<file path="src/rtl/char_scan_pkg.sv">
package char_scan_pkg;
  localparam logic [7:0] BLANK_CODE = 8'h20;

  typedef struct packed {
    logic [6:0] addr;
    logic [7:0] data;
  } wr_req_t;
endpackage

</file>
<file path="src/rtl/char_scan_ram.sv">
module char_scan_ram #(
  parameter int DEPTH = 80,
  parameter int AW    = 7,
  parameter int DW    = 8
) (
  input  logic          clk_i,
  input  logic          rst_ni,
  input  logic          we_i,
  input  logic [AW-1:0] waddr_i,
  input  logic [DW-1:0] wdata_i,
  input  logic [AW-1:0] raddr_i,
  output logic [DW-1:0] rdata_o
);
  localparam logic [AW-1:0] LIMIT = AW'(DEPTH);

  logic [DW-1:0] mem_q [DEPTH];

  always_ff @(posedge clk_i or negedge rst_ni) begin
    if (!rst_ni) begin
      for (int i = 0; i < DEPTH; i++) mem_q[i] <= DW'(char_scan_pkg::BLANK_CODE);
    end else if (we_i && (waddr_i < LIMIT)) begin
      mem_q[waddr_i] <= wdata_i;
    end
  end

  always_comb begin
    rdata_o = DW'(char_scan_pkg::BLANK_CODE);
    if (raddr_i < LIMIT) rdata_o = mem_q[raddr_i];
  end
endmodule

</file>
<file path="src/rtl/char_scan_offset.sv">
module char_scan_offset #(
  parameter int DEPTH = 80,
  parameter int AW    = 7
) (
  input  logic          clk_i,
  input  logic          rst_ni,
  input  logic          left_i,
  input  logic          right_i,
  output logic [AW-1:0] off_o
);
  localparam logic [AW-1:0] TOP = AW'(DEPTH - 1);

  logic [AW-1:0] off_q, off_d;

  always_comb begin
    off_d = off_q;
    unique case ({left_i, right_i})
      2'b10:   off_d = (off_q == TOP) ? '0 : off_q + AW'(1);
      2'b01:   off_d = (off_q == '0) ? TOP : off_q - AW'(1);
      default: off_d = off_q;
    endcase
  end

  always_ff @(posedge clk_i or negedge rst_ni) begin
    if (!rst_ni) off_q <= '0;
    else         off_q <= off_d;
  end

  assign off_o = off_q;
endmodule

</file>
<file path="src/rtl/char_scan_seq.sv">
module char_scan_seq #(
  parameter int DEPTH  = 80,
  parameter int AW     = 7,
  parameter int DIGITS = 8,
  parameter int SLOT   = 2,
  localparam int DIG_W = (DIGITS > 1) ? $clog2(DIGITS) : 1,
  localparam int PH_W  = (SLOT > 1) ? $clog2(SLOT) : 1
) (
  input  logic             clk_i,
  input  logic             rst_ni,
  input  logic [AW-1:0]    off_i,
  output logic             rd_slot_o,
  output logic [DIG_W-1:0] digit_o,
  output logic [AW-1:0]    rd_addr_o
);
  localparam logic [PH_W-1:0]  PH_LAST  = PH_W'(SLOT - 1);
  localparam logic [DIG_W-1:0] DIG_LAST = DIG_W'(DIGITS - 1);
  localparam logic [AW:0]      MOD      = (AW+1)'(DEPTH);

  logic [PH_W-1:0]  ph_q;
  logic [DIG_W-1:0] dig_q;
  logic [AW:0]      sum;

  always_ff @(posedge clk_i or negedge rst_ni) begin
    if (!rst_ni) begin
      ph_q  <= '0;
      dig_q <= '0;
    end else begin
      ph_q <= (ph_q == PH_LAST) ? '0 : ph_q + PH_W'(1);
      if (rd_slot_o) dig_q <= (dig_q == DIG_LAST) ? '0 : dig_q + DIG_W'(1);
    end
  end

  // window position wraps modulo DEPTH
  always_comb begin
    sum = {1'b0, off_i} + (AW+1)'(dig_q);
    if (sum >= MOD) sum = sum - MOD;
  end

  assign rd_slot_o = (ph_q == '0);
  assign digit_o   = dig_q;
  assign rd_addr_o = sum[AW-1:0];
endmodule

</file>
<file path="src/rtl/char_scan_arb.sv">
module char_scan_arb #(
  parameter int DEPTH = 80,
  parameter int AW    = 7,
  parameter int DW    = 8
) (
  input  logic          clk_i,
  input  logic          rst_ni,
  input  logic          wr_en_i,
  input  logic [AW-1:0] wr_addr_i,
  input  logic [DW-1:0] wr_data_i,
  input  logic          rd_slot_i,
  output logic          we_o,
  output logic [AW-1:0] waddr_o,
  output logic [DW-1:0] wdata_o,
  output logic          busy_o
);
  localparam logic [AW-1:0] LIMIT = AW'(DEPTH);

  logic          pend_q;
  logic [AW-1:0] pend_addr_q;
  logic [DW-1:0] pend_data_q;
  logic          accept;

  // out-of-range and busy-time requests are discarded
  assign accept = wr_en_i && (wr_addr_i < LIMIT) && !pend_q;

  always_ff @(posedge clk_i or negedge rst_ni) begin
    if (!rst_ni) begin
      pend_q      <= 1'b0;
      pend_addr_q <= '0;
      pend_data_q <= '0;
    end else begin
      pend_q <= accept && rd_slot_i;
      if (accept && rd_slot_i) begin
        pend_addr_q <= wr_addr_i;
        pend_data_q <= wr_data_i;
      end
    end
  end

  // parked write always lands in a free cycle since SLOT >= 2
  assign we_o    = pend_q || (accept && !rd_slot_i);
  assign waddr_o = pend_q ? pend_addr_q : wr_addr_i;
  assign wdata_o = pend_q ? pend_data_q : wr_data_i;
  assign busy_o  = pend_q;
endmodule

</file>
<file path="src/rtl/char_scan_top.sv">
module char_scan_top #(
  parameter int DEPTH  = 80,
  parameter int AW     = 7,
  parameter int DW     = 8,
  parameter int DIGITS = 8,
  parameter int SLOT   = 2,
  localparam int DIG_W = (DIGITS > 1) ? $clog2(DIGITS) : 1
) (
  input  logic             clk_i,
  input  logic             rst_ni,
  input  logic             wr_en_i,
  input  logic [AW-1:0]    wr_addr_i,
  input  logic [DW-1:0]    wr_data_i,
  input  logic             shift_left_i,
  input  logic             shift_right_i,
  output logic             busy_o,
  output logic [DW-1:0]    char_o,
  output logic [DIG_W-1:0] digit_o,
  output logic             xfer_o,
  output logic             frame_o
);
  logic [AW-1:0]    off;
  logic             rd_slot;
  logic [DIG_W-1:0] scan_dig;
  logic [AW-1:0]    rd_addr;
  logic [DW-1:0]    rd_data;
  logic             we;
  logic [AW-1:0]    waddr;
  logic [DW-1:0]    wdata;

  char_scan_offset #(.DEPTH(DEPTH), .AW(AW)) u_off (
    .clk_i(clk_i), .rst_ni(rst_ni),
    .left_i(shift_left_i), .right_i(shift_right_i), .off_o(off)
  );

  char_scan_seq #(.DEPTH(DEPTH), .AW(AW), .DIGITS(DIGITS), .SLOT(SLOT)) u_seq (
    .clk_i(clk_i), .rst_ni(rst_ni), .off_i(off),
    .rd_slot_o(rd_slot), .digit_o(scan_dig), .rd_addr_o(rd_addr)
  );

  char_scan_arb #(.DEPTH(DEPTH), .AW(AW), .DW(DW)) u_arb (
    .clk_i(clk_i), .rst_ni(rst_ni),
    .wr_en_i(wr_en_i), .wr_addr_i(wr_addr_i), .wr_data_i(wr_data_i),
    .rd_slot_i(rd_slot),
    .we_o(we), .waddr_o(waddr), .wdata_o(wdata), .busy_o(busy_o)
  );

  char_scan_ram #(.DEPTH(DEPTH), .AW(AW), .DW(DW)) u_ram (
    .clk_i(clk_i), .rst_ni(rst_ni),
    .we_i(we), .waddr_i(waddr), .wdata_i(wdata),
    .raddr_i(rd_addr), .rdata_o(rd_data)
  );

  always_ff @(posedge clk_i or negedge rst_ni) begin
    if (!rst_ni) begin
      char_o  <= DW'(char_scan_pkg::BLANK_CODE);
      digit_o <= '0;
      xfer_o  <= 1'b0;
      frame_o <= 1'b0;
    end else begin
      xfer_o  <= rd_slot;
      frame_o <= rd_slot && (scan_dig == '0);
      if (rd_slot) begin
        char_o  <= rd_data;
        digit_o <= scan_dig;
      end
    end
  end
endmodule

</file>
<file path="config.mk">
export PLATFORM = sky130hd
export DESIGN_NAME = char_scan_top
export DESIGN_NICKNAME = d
export VERILOG_FILES = /design/src/rtl/char_scan_pkg.sv /design/src/rtl/char_scan_ram.sv /design/src/rtl/char_scan_offset.sv /design/src/rtl/char_scan_seq.sv /design/src/rtl/char_scan_arb.sv /design/src/rtl/char_scan_top.sv
export SDC_FILE = /design/constraint.sdc
export NUM_CORES = 1
export LEC_CHECK = 0
export ABC_AREA = 1
export BUFFER_PORTS_ARGS = -buffer_cell sky130_fd_sc_hd__buf_2
export CAP_MARGIN = 20
export CORE_UTILIZATION = 55
export DETAILED_ROUTE_END_ITERATION = 12
export PLACE_DENSITY = 0.79
export SLEW_MARGIN = 20
export SYNTH_ARGS = -nofsm -noshare
export SYNTH_HDL_FRONTEND = slang
export SYNTH_SLANG_ARGS = --single-unit
</file>
<file path="constraint.sdc">
create_clock -name clk_i -period 4.1 [get_ports clk_i]
set_input_delay 0.41 -clock clk_i [delete_from_list [all_inputs] [get_ports clk_i]]
set_output_delay 0.41 -clock clk_i [all_outputs]
set_load 0.005 [all_outputs]
</file>
==> After elaboration in Yosys (flattened, before gate mapping) <==
Index checks and enable logic that the tools add are counted.
{ "classes": {"n_mux": 15, "n_eq_ne": 4, "add_sub_neg": 6, "n_bitwise": 3, "magnitude_cmp": 7, "n_reduce_logical": 12} }
{ "op_table": {"columns": ["op", "count"], "rows": [
  ["$bwmux 640", 1],
  ["$bmux 8 s7", 1],
  ["$demux 8 s7", 1],
  ["$mux 8", 5],
  ["$mux 7", 4],
  ["$lt 7x7->1 const B", 3],
  ["$ge 8x8->1 const B", 2],
  ["$not 7->8", 2],
  ["$pmux 7 s2", 1],
  ["$add 7x3->8", 1],
  ["$ge 8x7->1 const B", 1],
  ["$lt 8x1->1 const B", 1],
  ["$add 7x1->7 const B", 1],
  ["$eq 7x7->1 const B", 1],
  ["$logic_and 1x1->1", 7],
  ["$logic_not 7->1", 1],
  ["$sub 7x1->7 const B", 1],
  ["$sub 7x7->7 const B", 1],
  ["$add 3x1->3 const B", 1],
  ["$eq 3x3->1 const B", 1],
  ["$logic_not 3->1", 1],
  ["$mux 3", 1],
  ["$eq 2x1->1 const B", 1],
  ["$eq 2x2->1 const B", 1],
  ["6 further kinds", 6]
]} }
{ "totals": {"inputBits": 20, "regBits": 680} }

==> Longest topological paths before layout <==
Gate-level depths: netlist of run 1.
{ "depth": {"ltp_word": 8, "ltp_mapped": 22} }

==> Cells and area by module <==
Synthesis of run 1 repeated with hierarchy kept, for this count alone.
{ "unflattened": {"cells_unflattened": 4164, "hier_area_um2": 32306.0} }
{ "by_module_without_submodules": {"columns": ["mod", "cells_each", "area_per_inst_um2", "seq_area_each_um2", "instances"], "rows": [
  ["char_scan_ram", 3815, 29713.5, 16115.5, 1],
  ["char_scan_arb", 122, 903.4, 400.4, 1],
  ["char_scan_offset", 102, 658.1, 175.2, 1],
  ["char_scan_top", 54, 519.2, 326.6, 1],
  ["char_scan_seq", 71, 511.7, 100.1, 1]
]} }

==> Worst setup path after synthesis of run 1 <==
No wires, ideal clock.
{ "synth_path": {"path_type": "register to register", "start": "reg u_off.off_q[0], in the netlist u_off.off_o[0]", "end": "reg char_o[6]", "period_less_slack_ns": 3.139, "path_buffers": 1, "stages_incl_launch_ff": 23, "t_arrival_ns": 3.023, "required_time_ns": 3.983, "setup_slack_ns": 0.961, "path_cell_list": "dfrtp_1 ha_1 fa_1 nand3_1 nand2_1 xor2_1 inv_1 ha_1 nand3_1 nor2_1 nand3_1 nand3_1 nand2_1 nand2_1 nand2_1 nand2_1 buf_2 nand2_1 nand3_1 nand2_1 nand2_1 nand2_1 nand2_1"} }
{ "synth_via": {"elab_chain_cells": 8, "elab_cells_between_ends": 10, "cone_classes": "add/sub (2); order compare (2); mux (5); bitwise (1)"} }
{ "synth_lines": {"columns": ["element", "line_no", "rtl"], "rows": [
  ["start, declared", "char_scan_offset.sv:13", "logic [AW-1:0] off_q, off_d;"],
  ["start signal, assigned", "char_scan_offset.sv:25", "if (!rst_ni) off_q <= '0;"],
  ["start signal, assigned", "char_scan_offset.sv:26", "else off_q <= off_d;"],
  ["$add 7x3->8 *", "char_scan_seq.sv:36", "sum = {1'b0, off_i} + (AW+1)'(dig_q);"],
  ["$sub 7x7->7 / $ge 8x7->1 (equally long branches)", "char_scan_seq.sv:37", "if (sum >= MOD) sum = sum - MOD;"],
  ["$mux 7 *", "char_scan_seq.sv:37", null],
  ["$not 7->8 (implied by the code)", "char_scan_ram.sv:28", "if (raddr_i < LIMIT) rdata_o = mem_q[raddr_i];"],
  ["$bmux 8 s7", "char_scan_ram.sv:28", null],
  ["$mux 8 (implied by the code) (2 in a row)", "char_scan_ram.sv:28", null],
  ["$mux 8 *", "char_scan_ram.sv:28", null],
  ["end signal, assigned", "char_scan_top.sv:56", "char_o <= DW'(char_scan_pkg::BLANK_CODE);"],
  ["end signal, assigned", "char_scan_top.sv:64", "char_o <= rd_data;"],
  ["end, declared", "char_scan_top.sv:17", "output logic [DW-1:0] char_o,"]
]} }
Mark *: on every way between the ends. The rest lies on a longest branch, timed or not. The select of a mux whose other input is x is not followed.
A chain may end at the register's enable or synchronous reset.

==> Worst setup path after layout of run 1 <==
{ "layout_path": {"start": "reg u_off.off_q[0], in the netlist u_off.off_o[0]", "end": "reg char_o[2]"} }
Same word-level chain as after synthesis.

==> impl_metrics.xml, run 1 <==
<?xml version="1.0" encoding="UTF-8"?>
<metrics>
  <group name="run_status">
    <metric name="status" unit="">complete, no violations</metric>
  </group>
  <group name="critical_path">
    <metric name="critical_path.slowest_cell" unit="">sky130_fd_sc_hd__dfrtp_1</metric>
    <metric name="worstPathRequired" unit="ns">4.62</metric>
    <metric name="cp_slowest_stage_delay" unit="ns">0.44</metric>
    <metric name="start_kind" unit="">register</metric>
    <metric name="timing.critical_path.arrival" unit="ns">4.17</metric>
    <metric name="critical_path.top_delay_family" unit="">simple AND/OR/NAND/NOR gates</metric>
    <metric name="timing.setup.critical_path_class" unit="">register to register</metric>
    <metric name="crit_buf_inv" unit="">1</metric>
    <metric name="cpMostUsedCell" unit="">sky130_fd_sc_hd__nand2_1</metric>
    <metric name="crit_end_category" unit="">register</metric>
    <metric name="path_max_fanout" unit="">16</metric>
    <metric name="crit_chain" unit="">ha_4, fa_4, nand3_1, nand2_1, xor2_1, inv_1, ha_1, nand3_1, nor2_1, nand3_1, nand3_1, nand2_1, nand2_1, nand2_1, nand2_1, nand2_1, nand3_1, nand2_1, nand2_1, nand2_1, nand2_1</metric>
    <metric name="rrSetupSlack" unit="ns">0.44</metric>
  </group>
  <group name="final_layout">
    <metric name="final_design_instance_area_without_fill" unit="um2">35300</metric>
    <metric name="layout.cells.most_common" unit="">sky130_fd_sc_hd__nand2_1</metric>
    <metric name="ff_latch_area" unit="um2">17100</metric>
    <metric name="multiInputGateArea" unit="um2">13000</metric>
    <metric name="post_route_cells_drive_above_1_share" unit="%">9.92</metric>
    <metric name="area.growth.synth_to_final" unit="%">9.72</metric>
    <metric name="mostFrequentLayoutCells" unit="">868 x sky130_fd_sc_hd__nand2_1, 625 x sky130_fd_sc_hd__o21ai_0, 598 x sky130_fd_sc_hd__dfrtp_1</metric>
    <metric name="finish.net_count" unit="">3935</metric>
    <metric name="fill_cells" unit="">4844</metric>
  </group>
  <group name="detailed_routing">
    <metric name="postRouteWirelength" unit="um">96100</metric>
    <metric name="route.vias.total" unit="">28200</metric>
    <metric name="initialDrtViolationCount" unit="">3685</metric>
    <metric name="postRouteAntennaNets" unit="">0</metric>
    <metric name="detail_route.drc_violations" unit="">0</metric>
    <metric name="average_vias_per_placed_instance" unit="">5.96</metric>
    <metric name="drt-pass1-iter-count" unit="">9</metric>
    <metric name="avgRoutedWirePerCell" unit="um">20.3</metric>
  </group>
  <group name="clocking">
    <metric name="post-cts-setup-buffer-count" unit="">0</metric>
    <metric name="clkSlewWorstSetupHoldPaths" unit="ns">0.06</metric>
    <metric name="cts_htree_levels" unit="">3</metric>
    <metric name="worst_skew_pair.late_latency" unit="ns">0.63</metric>
    <metric name="cts_inserted_buffers" unit="">72</metric>
    <metric name="root_buffer" unit="">sky130_fd_sc_hd__clkbuf_16</metric>
    <metric name="clock_tree.buffer_depth" unit="">3</metric>
    <metric name="post_cts_resize_count" unit="">0</metric>
    <metric name="clock-sinks" unit="">679</metric>
    <metric name="tritoncts_clock_tree" unit="">built</metric>
  </group>
  <group name="power">
    <metric name="cellInternalPower" unit="mW">14.1</metric>
    <metric name="cellLeakagePower" unit="nW">16.2</metric>
    <metric name="pwr-share-seq" unit="%">32.1</metric>
    <metric name="ir_drop" unit="mV">0.715</metric>
    <metric name="combinationalPowerShare" unit="%">40.7</metric>
    <metric name="netSwitchingPower" unit="mW">10.1</metric>
    <metric name="pwr_density_cell" unit="nW/um2">685</metric>
    <metric name="clockPowerShare" unit="%">27.2</metric>
    <metric name="power.share.switching" unit="%">41.7</metric>
  </group>
  <group name="place">
    <metric name="dp_hpwl" unit="um">59200</metric>
    <metric name="preCtsSetupSlack" unit="ns">0.548</metric>
    <metric name="detailed_place.area" unit="um2">32900</metric>
    <metric name="routabilityCongestion" unit="">1.01</metric>
    <metric name="io_buffers" unit="">33</metric>
  </group>
  <group name="grt">
    <metric name="grt_antenna_before_repair" unit="">2</metric>
    <metric name="track_usage" unit="%">32.8</metric>
    <metric name="grt_pass1_wl" unit="um">152000</metric>
    <metric name="vias_in_the_first_global_route" unit="">26600</metric>
    <metric name="largest_net_degree_at_the_start_of_global_routing" unit="">136</metric>
    <metric name="grt_remaining_overflow" unit="">0</metric>
  </group>
  <group name="sta">
    <metric name="final.period_utilization" unit="%">89.2</metric>
    <metric name="timing.slew.headroom" unit="%">25.9</metric>
    <metric name="final_hold_vios" unit="">0</metric>
    <metric name="finalClockSkew" unit="ns">0.0212</metric>
    <metric name="finalMaxSlewViolations" unit="">0</metric>
    <metric name="fmax" unit="GHz">0.273</metric>
    <metric name="timing.final.ws_setup" unit="ns">0.442</metric>
    <metric name="crit_path_time_final" unit="ns">3.66</metric>
    <metric name="final-setup-viol-count" unit="">0</metric>
    <metric name="grt_setup_unrepaired" unit="">false</metric>
    <metric name="timing.hold.ws" unit="ns">0.0249</metric>
    <metric name="worst-slew-pin-transition" unit="ns">1.11</metric>
    <metric name="finalSetupTns" unit="ns">0</metric>
  </group>
  <group name="floorplanning">
    <metric name="dieWidth" unit="um">244</metric>
    <metric name="ioPinCount" unit="">34</metric>
    <metric name="start_util" unit="%">55.7</metric>
    <metric name="die_h" unit="um">244</metric>
    <metric name="num_rows" unit="">88</metric>
    <metric name="fp.dieArea" unit="um2">59500</metric>
    <metric name="core_region_area" unit="um2">57800</metric>
  </group>
  <group name="logic_synthesis">
    <metric name="syn-instance-count" unit="">4019</metric>
    <metric name="syn-mean-instance-area" unit="um2">8.01</metric>
    <metric name="synth.cell_area" unit="um2">32200</metric>
    <metric name="basic_gate_share_of_the_synthesized_area_counting_and_or_nand_and_nor_cells" unit="%">21.3</metric>
    <metric name="yosys.area_share.xor_xnor" unit="%">0.272</metric>
    <metric name="seq_area_frac_synth" unit="%">53.1</metric>
    <metric name="synthesized_area_fraction_occupied_by_adder_cells" unit="%">0.451</metric>
    <metric name="ys.warnings.count" unit="">0</metric>
    <metric name="area_fraction_in_compound_gates_after_synthesis" unit="%">18.0</metric>
    <metric name="synth_flop_cell" unit="">sky130_fd_sc_hd__dfrtp_1</metric>
    <metric name="postSynthRegisterBits" unit="">679</metric>
    <metric name="synth.area.mux_share" unit="%">0.0311</metric>
    <metric name="post_synth_num_cell_types" unit="">43</metric>
    <metric name="largest_family_of_logic_cells_by_synthesized_area" unit="">simple AND/OR/NAND/NOR gates</metric>
    <metric name="syn-num-nets" unit="">4050</metric>
    <metric name="synth-edff-count" unit="">0</metric>
    <metric name="synth_async_sr_flop_share" unit="%">100</metric>
  </group>
  <group name="worst_hold_path">
    <metric name="min-delay-path-class" unit="">input port to register</metric>
  </group>
  <group name="flow_run">
    <metric name="cap_viol_max_count" unit="">0</metric>
  </group>
</metrics>
## power groups by stage
stage          Clock (mW)  Combinational (mW)  Sequential (mW)
6_report             6.59                9.86             7.77
5_1_grt              6.92                10.6             7.83
3_3_place_gp            0                9.40             7.84
2_1_floorplan           0                6.07             7.76
4_1_cts              6.64                9.55             7.76
3_5_place_dp            0                9.48             7.86
## synth_stat cells, types with 6 or more instances
cell / n / share of area [%]
sky130_fd_sc_hd__nand3_1: 299 / 4.6
sky130_fd_sc_hd__nor2_1: 377 / 4.4
sky130_fd_sc_hd__nand3b_1: 7 / 0.16
sky130_fd_sc_hd__o22ai_1: 10 / 0.19
sky130_fd_sc_hd__inv_2: 20 / 0.23
sky130_fd_sc_hd__a31oi_1: 6 / 0.12
sky130_fd_sc_hd__dfrtp_1: 598 / 46
sky130_fd_sc_hd__nand2_1: 869 / 10
sky130_fd_sc_hd__o21ai_0: 627 / 9.7
sky130_fd_sc_hd__nand2_2: 6 / 0.12
sky130_fd_sc_hd__clkbuf_1: 229 / 2.7
sky130_fd_sc_hd__inv_1: 254 / 3.0
sky130_fd_sc_hd__dfstp_2: 81 / 6.6
sky130_fd_sc_hd__buf_2: 44 / 0.68
sky130_fd_sc_hd__xor2_1: 9 / 0.24
sky130_fd_sc_hd__o21ai_1: 53 / 0.82
sky130_fd_sc_hd__nor4_4: 14 / 0.92
sky130_fd_sc_hd__a21oi_1: 408 / 6.3
sky130_fd_sc_hd__o211ai_1: 13 / 0.30
sky130_fd_sc_hd__nor2_2: 33 / 0.64
sky130_fd_sc_hd__ha_1: 10 / 0.39
sky130_fd_sc_hd__buf_1: 10 / 0.12
## worst paths after layout
| kind | depth (start not counted) | from | endpoint |
|---|---|---|---|
| worst max-delay path | 21 | u_off.off_o[0] | char_o[2] |
| worst min-delay path | 3 | wr_addr_i[1] | u_arb.pend_addr_q[1] |
| worst max register to register | 21 | u_off.off_o[0] | char_o[2] |
| worst min register to register | 2 | u_arb.pend_addr_q[6] | u_arb.pend_addr_q[6] |
| max in group asynchronous | 3 | rst_ni | u_ram.mem_q[585] |
| min in group asynchronous | 2 | rst_ni | u_ram.mem_q[574] |
## state kept, by name (all words and copies together) (netlist names)
register and count:
u_off.off_o 7, u_arb.pend_addr_q 7, u_arb.pend_data_q 8, xfer_o 1
char_o 8, u_arb.busy_o 1, u_seq.digit_o 3, frame_o 1
digit_o 3, u_ram.mem_q 640
## worst min-delay path: cells and delay by family
| kind | cells | cell delay, ns |
|---|---|---|
| buffers and inverters | 1 | 0.10 |
| AND/OR/NAND/NOR | 2 | 0.11 |
## per-stage QoR
| step | power (mW) | utilization (%) | std cells |
|---|---|---|---|
| 2_1_floorplan | 13.8 | - | 4019 |
| 3_3_place_gp | 17.2 | 57.0 | 4594 |
| 3_5_place_dp | 17.3 | 57.0 | 4594 |
| 4_1_cts | 23.9 | 61.1 | 4727 |
| 5_1_grt | 25.3 | 61.1 | 4728 |
| 6_report | 24.2 | 61.1 | 4728 |
## logic make-up (layout without fill, tap and decap cells)
kind of cell | after synthesis | in the layout
flip-flops | 679 | 679
multiplexers | 1 | 1
XOR/XNOR | 10 | 10
AND/OR/NAND/NOR | 1617 | 1617
AO/OA/AOI/OAI | 1135 | 1135
other | 0 | 1
adder cells (fa/ha/maj) | 11 | 11
buffers and inverters | 566 | 509
## what timing repair did
action / 4_1_cts / 5_1_grt
hold buffers: 1 / 0
hold endpoints to repair: 78 / 0
endpoints found under the setup margin: 0 / 0
## metal layers
| layer | up-vias | wire length (um) | global-route usage (%) | share of wire [%] |
|---|---|---|---|---|
| met3 | 258 | 10200 | 7.76 | 11 |
| li1 | 13000 | - | - | - |
| met2 | 1420 | 42700 | 49.3 | 44 |
| met5 | - | 0 | 0 | 0 |
| met1 | 13500 | 38400 | 44.9 | 40 |
| met4 | 0 | 4840 | 16.1 | 5.0 |
## final cells by class
| class | count | area share, % |
|---|---|---|
| flip-flops and latches | 679 | 48.4 |
| multi-input cells | 2774 | 36.7 |
| clock buffers | 117 | 6.35 |
| inverters | 277 | 3.01 |
| well taps | 765 | 2.71 |
| repair buffers | 100 | 2.49 |
| clock inverters | 15 | 0.386 |
| diodes | 1 | 0.00708 |
No activity file was read; power rests on OpenSTA's default activity.
==> inputs of run 2 (changes only) <==
--- a/config.mk
+++ b/config.mk
@@ -8,9 +8,9 @@
 export ABC_AREA = 1
 export BUFFER_PORTS_ARGS = -buffer_cell sky130_fd_sc_hd__buf_2
 export CAP_MARGIN = 20
-export CORE_UTILIZATION = 55
+export CORE_UTILIZATION = 43
 export DETAILED_ROUTE_END_ITERATION = 12
-export PLACE_DENSITY = 0.79
+export PLACE_DENSITY = 0.66
 export SLEW_MARGIN = 20
 export SYNTH_ARGS = -nofsm -noshare
 export SYNTH_HDL_FRONTEND = slang
==> impl_metrics.xml, run 2 (synthesized netlist as in run 1, its figures left out) <==
<?xml version="1.0" encoding="UTF-8"?>
<metrics>
  <group name="critical_path">
    <metric name="cp_slowest_stage_delay" unit="ns">0.44</metric>
    <metric name="worstPathRequired" unit="ns">4.66</metric>
    <metric name="critical_path.top_delay_family" unit="">simple AND/OR/NAND/NOR gates</metric>
    <metric name="path_max_fanout" unit="">17</metric>
    <metric name="crit_chain" unit="">ha_4, fa_4, nand3_1, nand2_1, xor2_1, inv_1, ha_1, nand3_1, nor2_1, nand3_1, nand3_1, nand2_1, nand3_1, buf_4, nand2_1, nand2_1, nand3_1, nand2_1, nand2_1, nand2_1, nand2_1</metric>
    <metric name="start_kind" unit="">register</metric>
    <metric name="crit_end_category" unit="">register</metric>
    <metric name="critical_path.slowest_cell" unit="">sky130_fd_sc_hd__dfrtp_1</metric>
    <metric name="crit_buf_inv" unit="">2</metric>
    <metric name="timing.setup.critical_path_class" unit="">register to register</metric>
    <metric name="timing.critical_path.arrival" unit="ns">4.25</metric>
    <metric name="cpMostUsedCell" unit="">sky130_fd_sc_hd__nand2_1</metric>
  </group>
  <group name="final_layout">
    <metric name="multiInputGateArea" unit="um2">13000</metric>
    <metric name="post_route_cells_drive_above_1_share" unit="%">10.1</metric>
    <metric name="fill_cells" unit="">7090</metric>
    <metric name="final-instance-count-excl-fill" unit="">4935</metric>
    <metric name="ff_latch_area" unit="um2">17100</metric>
    <metric name="area.growth.synth_to_final" unit="%">10.8</metric>
    <metric name="mostFrequentLayoutCells" unit="">867 x sky130_fd_sc_hd__nand2_1, 625 x sky130_fd_sc_hd__o21ai_0, 598 x sky130_fd_sc_hd__dfrtp_1</metric>
    <metric name="top_regs" unit="">u_ram.mem_q: 640 flops, char_o: 8 flops, u_arb.pend_data_q: 8 flops</metric>
    <metric name="finish.net_count" unit="">3943</metric>
    <metric name="layout.cells.most_common" unit="">sky130_fd_sc_hd__nand2_1</metric>
    <metric name="final_design_instance_area_without_fill" unit="um2">35700</metric>
    <metric name="largest-register" unit="">u_ram.mem_q</metric>
    <metric name="number_of_flip_flops_in_the_largest_register" unit="">640</metric>
  </group>
  <group name="clocking">
    <metric name="root_buffer" unit="">sky130_fd_sc_hd__clkbuf_16</metric>
    <metric name="tritoncts_clock_tree" unit="">built</metric>
    <metric name="clock_tree.buffer_depth" unit="">3</metric>
    <metric name="cts_inserted_buffers" unit="">75</metric>
    <metric name="post_cts_resize_count" unit="">0</metric>
    <metric name="worst_skew_pair.late_latency" unit="ns">0.63</metric>
    <metric name="clock-sinks" unit="">679</metric>
    <metric name="cts_htree_levels" unit="">3</metric>
    <metric name="clkSlewWorstSetupHoldPaths" unit="ns">0.06</metric>
  </group>
  <group name="floorplanning">
    <metric name="ioPinCount" unit="">34</metric>
    <metric name="num_rows" unit="">99</metric>
    <metric name="start_util" unit="%">43.8</metric>
    <metric name="core_region_area" unit="um2">73600</metric>
    <metric name="fp.dieArea" unit="um2">76000</metric>
    <metric name="dieWidth" unit="um">276</metric>
    <metric name="die_h" unit="um">276</metric>
  </group>
  <group name="sta">
    <metric name="timing.hold.ws" unit="ns">0.0302</metric>
    <metric name="crit_path_time_final" unit="ns">3.69</metric>
    <metric name="final.period_utilization" unit="%">90.0</metric>
    <metric name="final_hold_vios" unit="">0</metric>
    <metric name="finalSetupTns" unit="ns">0</metric>
    <metric name="timing.slew.headroom" unit="%">36.0</metric>
    <metric name="final-setup-viol-count" unit="">0</metric>
    <metric name="finalClockSkew" unit="ns">0.0274</metric>
    <metric name="worst-slew-pin-transition" unit="ns">0.952</metric>
    <metric name="fmax" unit="GHz">0.271</metric>
    <metric name="finalMaxSlewViolations" unit="">0</metric>
    <metric name="grt_setup_unrepaired" unit="">false</metric>
  </group>
  <group name="place">
    <metric name="detailed_place.area" unit="um2">33300</metric>
    <metric name="dp_hpwl" unit="um">60700</metric>
    <metric name="routabilityCongestion" unit="">0.936</metric>
    <metric name="dp_cells" unit="">4793</metric>
    <metric name="io_buffers" unit="">33</metric>
  </group>
  <group name="detailed_routing">
    <metric name="drt-pass1-iter-count" unit="">6</metric>
    <metric name="postRouteWirelength" unit="um">99000</metric>
    <metric name="average_vias_per_placed_instance" unit="">5.51</metric>
    <metric name="postRouteAntennaNets" unit="">0</metric>
    <metric name="detail_route.drc_violations" unit="">0</metric>
    <metric name="initialDrtViolationCount" unit="">2869</metric>
    <metric name="route.vias.total" unit="">27200</metric>
    <metric name="avgRoutedWirePerCell" unit="um">20.1</metric>
  </group>
  <group name="worst_hold_path">
    <metric name="min-delay-path-class" unit="">input port to register</metric>
  </group>
  <group name="grt">
    <metric name="vias_in_the_first_global_route" unit="">25500</metric>
    <metric name="grt_pass1_wl" unit="um">154000</metric>
    <metric name="grt_antenna_before_repair" unit="">0</metric>
    <metric name="grt_remaining_overflow" unit="">0</metric>
    <metric name="track_usage" unit="%">26.4</metric>
    <metric name="largest_net_degree_at_the_start_of_global_routing" unit="">157</metric>
  </group>
  <group name="power">
    <metric name="ir_drop" unit="mV">0.645</metric>
    <metric name="design_power_total" unit="mW">24.4</metric>
    <metric name="cellLeakagePower" unit="nW">16.3</metric>
    <metric name="pwr_density_cell" unit="nW/um2">684</metric>
  </group>
  <group name="run_status">
    <metric name="status" unit="">complete, no violations</metric>
  </group>
  <group name="flow_run">
    <metric name="cap_viol_max_count" unit="">0</metric>
  </group>
</metrics>
[run 2: cell count changes in the layout (fill, tap and decap cells not counted), moves of 3 or more]
cell                        before  now
sky130_fd_sc_hd__clkbuf_1       21   27
sky130_fd_sc_hd__clkbuf_8       21   17
sky130_fd_sc_hd__buf_12         16   19
sky130_fd_sc_hd__clkbuf_16      75   78
sky130_fd_sc_hd__clkinv_2       10   13
sky130_fd_sc_hd__clkinv_8        0    3
[run 2: metrics by stage]
| stage | utilization, % | setup slack, ns |
|---|---|---|
| CTS | 48.5 | 0.431 |
| floorplan | - | 0.961 |
| global placement | 45.2 | 0.552 |
| global route | 48.5 | 0.119 |
| finish | 48.5 | 0.409 |
| detailed placement | 45.2 | 0.469 |
[run 2: final timing paths]
check,start,end,slack (ns),depth (start not counted)
worst max-delay path,u_off.off_o[0],char_o[0],0.41,21
worst min-delay path,wr_addr_i[3],u_arb.pend_addr_q[3],0.03,3
worst max register to register,u_off.off_o[0],char_o[0],0.41,21
worst min register to register,char_o[5],char_o[5],0.47,2
max in group asynchronous,rst_ni,u_ram.mem_q[579],2.51,3
min in group asynchronous,rst_ni,u_ram.mem_q[246],0.47,2
[run 2: worst reg2reg max path: stages, from the launching register on]
cell and delay, ns:
sky130_fd_sc_hd__dfrtp_1 0.44, sky130_fd_sc_hd__ha_4 0.20, sky130_fd_sc_hd__fa_4 0.44, sky130_fd_sc_hd__nand3_1 0.09, sky130_fd_sc_hd__nand2_1 0.08, sky130_fd_sc_hd__xor2_1 0.39
sky130_fd_sc_hd__inv_1 0.16, sky130_fd_sc_hd__ha_1 0.23, sky130_fd_sc_hd__nand3_1 0.08, sky130_fd_sc_hd__nor2_1 0.05, sky130_fd_sc_hd__nand3_1 0.10, sky130_fd_sc_hd__nand3_1 0.08
sky130_fd_sc_hd__nand2_1 0.14, sky130_fd_sc_hd__nand3_1 0.08, sky130_fd_sc_hd__buf_4 0.21, sky130_fd_sc_hd__nand2_1 0.40, sky130_fd_sc_hd__nand2_1 0.11, sky130_fd_sc_hd__nand3_1 0.09
sky130_fd_sc_hd__nand2_1 0.07, sky130_fd_sc_hd__nand2_1 0.06, sky130_fd_sc_hd__nand2_1 0.06, sky130_fd_sc_hd__nand2_1 0.06
[run 2: where the power goes]
group	internal (mW)	total, mW	leakage [nW]	switching [mW]
Sequential	7.40	7.74	8.17	0.338
Clock	3.83	6.65	1.19	2.82
Combinational	2.90	10.0	6.93	7.13
[run 2: routing by layer]
| metal | global-route usage, % | vias to the layer above | part of all wire [%] |
|---|---|---|---|
| met5 | 0 | - | 0 |
| met4 | 10.8 | 0 | 3.7 |
| li1 | - | 13000 | - |
| met1 | 36.7 | 13100 | 44 |
| met2 | 41.1 | 946 | 45 |
| met3 | 3.95 | 184 | 6.7 |
[run 2: final cells by class]
class / count / share of cell area, %
Sequential cell: 679 / 47.9
Multi-Input combinational cell: 2774 / 36.3
Clock buffer: 122 / 6.41
Tap cell: 959 / 3.36
Inverter: 277 / 2.98
Timing Repair Buffer: 105 / 2.68
Clock inverter: 18 / 0.365
Antenna cell: 1 / 0.00701
[run 2: repair_timing]
action / CTS / global route
setup endpoints to repair: 0 / 0
buffers inserted: 0 / 0
hold buffers: 1 / 0
endpoints found under the hold margin: 84 / 0
